File: config.mk
export PLATFORM = sky130hd
export DESIGN_NAME = subq_port
export DESIGN_NICKNAME = d
export VERILOG_FILES = /design/src/rtl/subq_pkg.sv /design/src/rtl/subq_edge_sync.sv /design/src/rtl/subq_win_fsm.sv /design/src/rtl/subq_shifter.sv /design/src/rtl/subq_port.sv
export SDC_FILE = /design/constraint.sdc
export NUM_CORES = 1
export LEC_CHECK = 0
export BUFFER_PORTS_ARGS = -buffer_cell sky130_fd_sc_hd__buf_2
export CORE_MARGIN = 10
export CORE_UTILIZATION = 38
export DETAILED_ROUTE_END_ITERATION = 6
export GPL_TIMING_DRIVEN = 1
export SLEW_MARGIN = 5
export SYNTH_ARGS = -nofsm -noshare
export SYNTH_HDL_FRONTEND = slang
export SYNTH_SLANG_ARGS = --single-unit
File: constraint.sdc
create_clock -name clk -period 1.6 [get_ports clk]
set_input_delay 0 -clock clk [delete_from_list [all_inputs] [get_ports clk]]
set_output_delay 0 -clock clk [all_outputs]
set_load 0.03 [all_outputs]
File: src/rtl/subq_pkg.sv
package subq_pkg;
    typedef enum logic {
        WIN_IDLE = 1'b0,
        WIN_OPEN = 1'b1
    } win_state_t;
endpackage

File: src/rtl/subq_edge_sync.sv
module subq_edge_sync #(
    parameter int SYNC_STAGES = 2
) (
    input  logic clk,
    input  logic rst_n,
    input  logic async_in,
    output logic rise
);
    logic [SYNC_STAGES-1:0] chain;
    logic                   last_q;

    for (genvar g = 0; g < SYNC_STAGES; g++) begin : g_stage
        if (g == 0) begin : g_first
            always_ff @(posedge clk or negedge rst_n) begin
                if (!rst_n) chain[0] <= 1'b0;
                else        chain[0] <= async_in;
            end
        end else begin : g_next
            always_ff @(posedge clk or negedge rst_n) begin
                if (!rst_n) chain[g] <= 1'b0;
                else        chain[g] <= chain[g-1];
            end
        end
    end

    always_ff @(posedge clk or negedge rst_n) begin
        if (!rst_n) last_q <= 1'b0;
        else        last_q <= chain[SYNC_STAGES-1];
    end

    assign rise = chain[SYNC_STAGES-1] & ~last_q;

    // one pulse per rising edge, never two cycles in a row
    assert_single_pulse_R10: assert property (@(posedge clk) disable iff (!rst_n)
        rise |=> !rise);
endmodule

File: src/rtl/subq_win_fsm.sv
module subq_win_fsm
    import subq_pkg::*;
#(
    parameter int WIN_CYC = 2303
) (
    input  logic clk,
    input  logic rst_n,
    input  logic frm_stb,
    output logic win_open
);
    localparam int TMR_W = (WIN_CYC > 2) ? $clog2(WIN_CYC) : 1;
    localparam logic [TMR_W-1:0] TMR_LOAD = TMR_W'(WIN_CYC - 1);

    win_state_t       state, state_nx;
    logic [TMR_W-1:0] tmr, tmr_nx;

    always_comb begin
        state_nx = state;
        tmr_nx   = tmr;
        unique case (state)
            WIN_IDLE: begin
                if (frm_stb) begin
                    state_nx = WIN_OPEN;
                    tmr_nx   = TMR_LOAD;
                end
            end
            WIN_OPEN: begin
                if (frm_stb) begin
                    tmr_nx = TMR_LOAD;
                end else if (tmr == '0) begin
                    state_nx = WIN_IDLE;
                end else begin
                    tmr_nx = tmr - 1'b1;
                end
            end
            default: state_nx = WIN_IDLE;
        endcase
    end

    always_ff @(posedge clk or negedge rst_n) begin
        if (!rst_n) begin
            state <= WIN_IDLE;
            tmr   <= '0;
        end else begin
            state <= state_nx;
            tmr   <= tmr_nx;
        end
    end

    always_comb begin
        win_open = (state == WIN_OPEN);
    end

    assert_strobe_opens_R2: assert property (@(posedge clk) disable iff (!rst_n)
        frm_stb |=> (state == WIN_OPEN) && (tmr == TMR_LOAD));
    assert_timer_closes_R2: assert property (@(posedge clk) disable iff (!rst_n)
        (state == WIN_OPEN && tmr == '0 && !frm_stb) |=> (state == WIN_IDLE));
    assert_idle_holds_R2: assert property (@(posedge clk) disable iff (!rst_n)
        (state == WIN_IDLE && !frm_stb) |=> (state == WIN_IDLE));
endmodule

File: src/rtl/subq_shifter.sv
module subq_shifter #(
    parameter int SUB_W = 8
) (
    input  logic             clk,
    input  logic             rst_n,
    input  logic             frm_stb,
    input  logic [SUB_W-1:0] frm_byte,
    input  logic             frm_is_sync,
    input  logic             win_open,
    input  logic             shift_rise,
    output logic             rd_data,
    output logic             blk_mark
);
    localparam int CNT_W = $clog2(SUB_W);
    localparam logic [CNT_W-1:0] CNT_LAST = CNT_W'(SUB_W - 1);

    logic [SUB_W-1:0] byte_q;
    logic             sync_q;
    logic [CNT_W-1:0] cnt;
    logic [CNT_W-1:0] idx;

    always_ff @(posedge clk or negedge rst_n) begin
        if (!rst_n) begin
            byte_q <= '0;
            sync_q <= 1'b0;
            cnt    <= '0;
        end else if (frm_stb) begin
            byte_q <= frm_byte;
            sync_q <= frm_is_sync;
            cnt    <= '0;
        end else if (win_open && shift_rise) begin
            cnt <= (cnt == CNT_LAST) ? '0 : cnt + 1'b1;
        end
    end

    always_comb begin
        idx      = CNT_LAST - cnt;
        rd_data  = byte_q[idx];
        blk_mark = sync_q | byte_q[SUB_W-1];
    end

    assert_latch_at_strobe_R3: assert property (@(posedge clk) disable iff (!rst_n)
        frm_stb |=> (cnt == '0) && (byte_q == $past(frm_byte)));
    assert_step_order_R5: assert property (@(posedge clk) disable iff (!rst_n)
        (win_open && shift_rise && !frm_stb) |=>
            (cnt == (($past(cnt) == CNT_LAST) ? '0 : $past(cnt) + 1'b1)));
    assert_ignore_closed_R8: assert property (@(posedge clk) disable iff (!rst_n)
        (!win_open && !frm_stb) |=> $stable(cnt));
    assert_no_stray_latch_R7: assert property (@(posedge clk) disable iff (!rst_n)
        !frm_stb |=> ($stable(byte_q) && $stable(sync_q)));
endmodule

File: src/rtl/subq_port.sv
module subq_port #(
    parameter int SUB_W       = 8,
    parameter int WIN_CYC     = 2303,
    parameter int SYNC_STAGES = 2
) (
    input  logic             clk,
    input  logic             rst_n,
    input  logic             frm_stb,
    input  logic [SUB_W-1:0] frm_byte,
    input  logic             frm_is_sync,
    input  logic             rd_clk,
    output logic             win_n,
    output logic             blk_mark,
    output logic             rd_data
);
    logic win_open;
    logic shift_rise;

    subq_edge_sync #(.SYNC_STAGES(SYNC_STAGES)) u_sync (
        .clk      (clk),
        .rst_n    (rst_n),
        .async_in (rd_clk),
        .rise     (shift_rise)
    );

    subq_win_fsm #(.WIN_CYC(WIN_CYC)) u_fsm (
        .clk      (clk),
        .rst_n    (rst_n),
        .frm_stb  (frm_stb),
        .win_open (win_open)
    );

    subq_shifter #(.SUB_W(SUB_W)) u_shift (
        .clk         (clk),
        .rst_n       (rst_n),
        .frm_stb     (frm_stb),
        .frm_byte    (frm_byte),
        .frm_is_sync (frm_is_sync),
        .win_open    (win_open),
        .shift_rise  (shift_rise),
        .rd_data     (rd_data),
        .blk_mark    (blk_mark)
    );

    assign win_n = ~win_open;
endmodule

# Yosys cells after proc, flatten, opt, wreduce, memory -nomap -nowiden
# Cells that the tools add are included.
# word_totals
regBits,28
latchBits,0
mem_bits_rw,0
rom_bits,0
input_bits,13
out_inout_bits,3
n_memories,0
# classes
add_sub_neg,3
multipliers,0
div_mod_pow,0
n_lt_le_gt_ge,1
eq_ne,3
shift,0
muxes,13
bitwise_logic,4
reduce_logical,4
# ops
cell,n
two-way mux 12 bit,3
case mux 12 bit (2 select lines),1
logical NOT 12 bit,1
"subtractor 12 x 1 -> 12 bit, second input constant",1
two-way mux 3 bit,3
"< comparator 3 x 4 -> 1 bit, second input constant",1
two-way mux 1 bit,4
"adder 3 x 1 -> 3 bit, second input constant",1
binary-select mux 1 bit (select 3 bit),1
"equality test 3 bit, second input constant",1
"inequality test 3 bit, second input constant",1
"subtractor 3 bit, first input constant",1
"inequality test 2 bit, second input constant",1
NOT 1 bit,2
case mux 1 bit (2 select lines),1
AND reduction 2 bit,1
nonzero test 2 bit,1
AND 1 bit,1
logical AND 1 bit,1
bitwise OR 1 bit,1

# Longest topological paths before layout
# logic_depth
word_depth,5
ltp_mapped,6

# By module
# From an unflattened synthesis, not the netlist that was laid out.
# unflattened
cells_unflattened,115
area_unflattened_um2,1395.1
# modules_own_cells
module,n_inst,cells_each,area_per_inst_um2,seq_area_each_um2
subq_win_fsm,1,73,734.5,325.3
subq_shifter,1,37,568.0,300.3
subq_edge_sync,1,4,88.8,75.1
subq_port,1,1,3.8,0.0

# Worst setup path after synthesis
# No wires, ideal clock.
# synth_timing
kind,register to register
from,reg u_fsm.tmr[0]
to,reg u_fsm.tmr[5]
arrival_time_ps,1626
required_time_ps,1471
slack_ps,-154
stages_incl_launch_ff,7
path_buffers,0
cell_sequence,dfrtp_1 inv_1 ha_1 or3b_2 nor3_1 nor3_1 mux2i_1
# synth_via
elab_chain_cells,4
# synth_rtl
element,line_no,text
start: declaration,subq_win_fsm.sv:15,"logic [TMR_W-1:0] tmr, tmr_nx;"
start signal: assignment,subq_win_fsm.sv:46,tmr <= tmr_nx;
subtractor 12 x 1 -> 12 bit,subq_win_fsm.sv:33,tmr_nx = tmr - 1'b1;
two-way mux 12 bit,subq_win_fsm.sv:30,end else if (tmr == '0) begin
two-way mux 12 bit,subq_win_fsm.sv:28,if (frm_stb) begin
case mux 12 bit (2 select lines),subq_win_fsm.sv:20,unique case (state)
# Several ways; a longest one is shown, not always the timed one. The select of a mux whose other input is x is not followed.
# A chain may end at the register's enable or synchronous reset.

# Final worst setup path
# layout_timing
from,reg u_fsm.tmr[5]
to,reg u_fsm.tmr[6]
# The elaborated chain is that of the path after synthesis.

==> flow_metrics.py <==
metrics = {
    "pwr": {
        "leakage_uw": 0.000813,
        "finalPower_uw": 1470,
        "vdd_drop_max_uv": 301,
        "cellPowerDensity_nw_per_um2": 763,
    },
    "global_routing": {
        "grt_overflow": 0,
        "grt_util_all_layers_pct": 10.2,
        "grt_pass1_vias": 1090,
        "antenna_found_initial": 0,
        "grt_max_degree": 29,
        "grt_pass1_wl_um": 5310,
    },
    "worst_setup_path": {
        "critPathArrivalTime_ns": 2.10,
        "startpoint_type": "flop",
        "critPathCaptureType": "flop",
        "worstSetupPathType": "flop to flop",
        "worstPathMaxFanout": 4,
        "crit_required_ns": 1.84,
        "startpoint": "u_fsm.tmr[5]",
        "regToRegStartpoint": "u_fsm.tmr[5]",
    },
    "yosys": {
        "synth_flop_cell": "dfrtp_1",
        "synth_cell_types": 31,
        "synth-edff-count": 0,
        "netlist_instances": 109,
        "netlist_area_um2": 1310,
        "yosysWarnings": 0,
        "ys_seq_area_share_pct": 53.4,
        "synth.avg_cell_area_um2": 12.0,
        "ys_seq_elements": 28,
        "syn_nets": 126,
        "ys_async_sr_fraction_pct": 100,
    },
    "finish": {
        "syn_to_final_growth_pct": 46.5,
        "drive_gt1_share_pct": 46.4,
        "layout_common_cells": "buf_4, dfrtp_1, buf_2",
        "diodes": 0,
        "finalNonFillerCells": 212,
        "fin_nets": 184,
    },
    "die": {
        "die_w_um": 78.8,
        "initial_core_util_pct": 39.3,
        "boundaryPins": 16,
        "core_um2": 3340,
        "dieArea_um2": 6200,
        "die_y_um": 78.8,
        "rows": 21,
    },
    "timing": {
        "fin_crit_sh_pct": 116,
        "whs_ns": 0.183,
        "period_needed_ns": 1.86,
        "fin_skew_ns": 0.0109,
        "hold_violations": 0,
        "setup_viol": 14,
        "worst_slew_pin_slew_ns": 0.622,
        "slew_headroom_pct": 58.5,
        "drv_slew": 0,
        "finalWorstSetupSlack_ns": -0.259,
        "fmax_ghz": 0.538,
        "setup_tns_ns": -2.03,
        "rsz0062_at_grt": "yes",
    },
    "job": {
        "cap_violations": 0,
    },
    "route": {
        "num_vias": 1055,
        "drt_first_pass_iters": 6,
        "wl_um": 3110,
        "drt_iter0_markers": 76,
        "postRouteAntennaNets": 0,
        "post-route-drc-count": 0,
        "vias_per_cell": 4.98,
        "drt-wirelength-per-cell_um": 14.7,
    },
    "clocking": {
        "cts_tree": "yes",
        "clock-sinks": 28,
        "htree_levels": 1,
        "clockBufferDepth": 2,
        "clkTransAtPathRegs_ns": 0.16,
        "numCtsBuffers": 3,
        "root_buffer": "clkbuf_4",
        "clock_latency_ns": 0.34,
    },
    "status": {
        "violations": "setup timing",
        "outcome": "finished, violations left",
    },
    "placed_design": {
        "hpwlAfterDp_um": 2060,
        "placed_cells": 188,
        "gp_congestion": 0.760,
        "io_buffers": 15,
    },
    "hold_path": {
        "hp-class": "input pin to asynchronous set/reset pin",
    },
}
-- path summary, 6_finish.rpt --
path / end / slack, ns / depth (start not counted)
worst max-delay path: u_fsm.tmr[6] / -0.26 / 6
worst min-delay path: u_fsm.tmr[1] / 0.18 / 2
worst max register to register: u_fsm.tmr[6] / -0.26 / 6
worst min register to register: u_sync.chain[1] / 0.37 / 0
max in group asynchronous: u_shift.cnt[0] / 0.98 / 2
min in group clk: u_sync.chain[0] / 0.30 / 2
-- kinds of logic after synthesis --
kind of cell | Yosys count | synth area share [%]
AOI/OAI and AO/OA | 14 | 7.34
adders and majority gates | 4 | 3.81
muxes | 16 | 15.1
xor gates and xnor gates | 3 | 2.00
buffers and inverters | 6 | 1.72
DFF | 28 | 53.4
and+or+nand+nor | 38 | 16.7
-- critical path: stages, from the launching register on --
cell,delay [ns]
dfrtp_1,0.42
or4_4,0.56
buf_4,0.17
a211oi_4,0.27
buf_4,0.17
xnor2_1,0.10
nand2_1,0.07
-- per-layer routing --
layer	wire length, um	share of wire, %	track usage [%]	vias to the layer above
met5	0	0	0	-
met4	14	0.45	3.23	0
met3	66	2.1	1.80	2
met2	1690	54	17.4	13
met1	1340	43	12.9	526
li1	-	-	-	514
-- metrics by stage --
step	utilization, %	instance area (um2)	worst slack, ns
after floorplan	-	1320	-0.152
after global placement	47.7	1590	-0.179
after detailed placement	47.7	1590	-0.218
after CTS	54.1	1800	-0.233
after global routing	57.6	1920	-0.337
final	57.6	1920	-0.259
-- synth_stat cells, drive strengths merged (2+ instances only) --
library cell	n	share of area [%]
a21oi	4	1.5
dfrtp	28	53
ha	4	3.8
inv	4	1.1
mux2	10	8.6
mux2i	4	3.1
mux4	2	3.4
nand2	4	1.1
nand3	3	1.1
nor2	9	2.6
nor2b	2	0.95
nor3	3	1.1
nor3b	2	1.1
nor4	3	1.4
o21ai	2	0.76
o31ai	4	2.7
or3	4	1.9
or3b	2	1.3
or4	4	2.9
xnor2	3	2.0
-- registers in the layout, indices dropped and copies added (netlist names) --
signal / cells
u_shift.cnt: 3
u_sync.chain: 2
u_fsm.tmr: 12
u_shift.byte_q: 8
u_sync.last_q: 1
u_shift.sync_q: 1
u_fsm.win_open: 1
-- repair_timing --
action                     CTS  global route
resized for setup            8            13
buffers inserted             1             7
pin swaps                    2             4
setup endpoints to repair   14            14
hold endpoints to repair    40             0
hold buffers                12             0
-- cell type report --
type                       instances  area (um2)
clock buffer                       3        22.5
clock inverter                     1        30.0
fill                             288        1410
inverter                           4        15.0
multi-input combinational         75         681
sequential                        28         702
tap                               46        57.6
timing repair buffer              55         415
-- where the power goes --
part | internal, uW | switching (uW) | total [uW]
Combinational | 126 | 101 | 227
Sequential | 745 | 24.1 | 770
Clock | 253 | 218 | 472
Power figures use the tool's default switching activity.
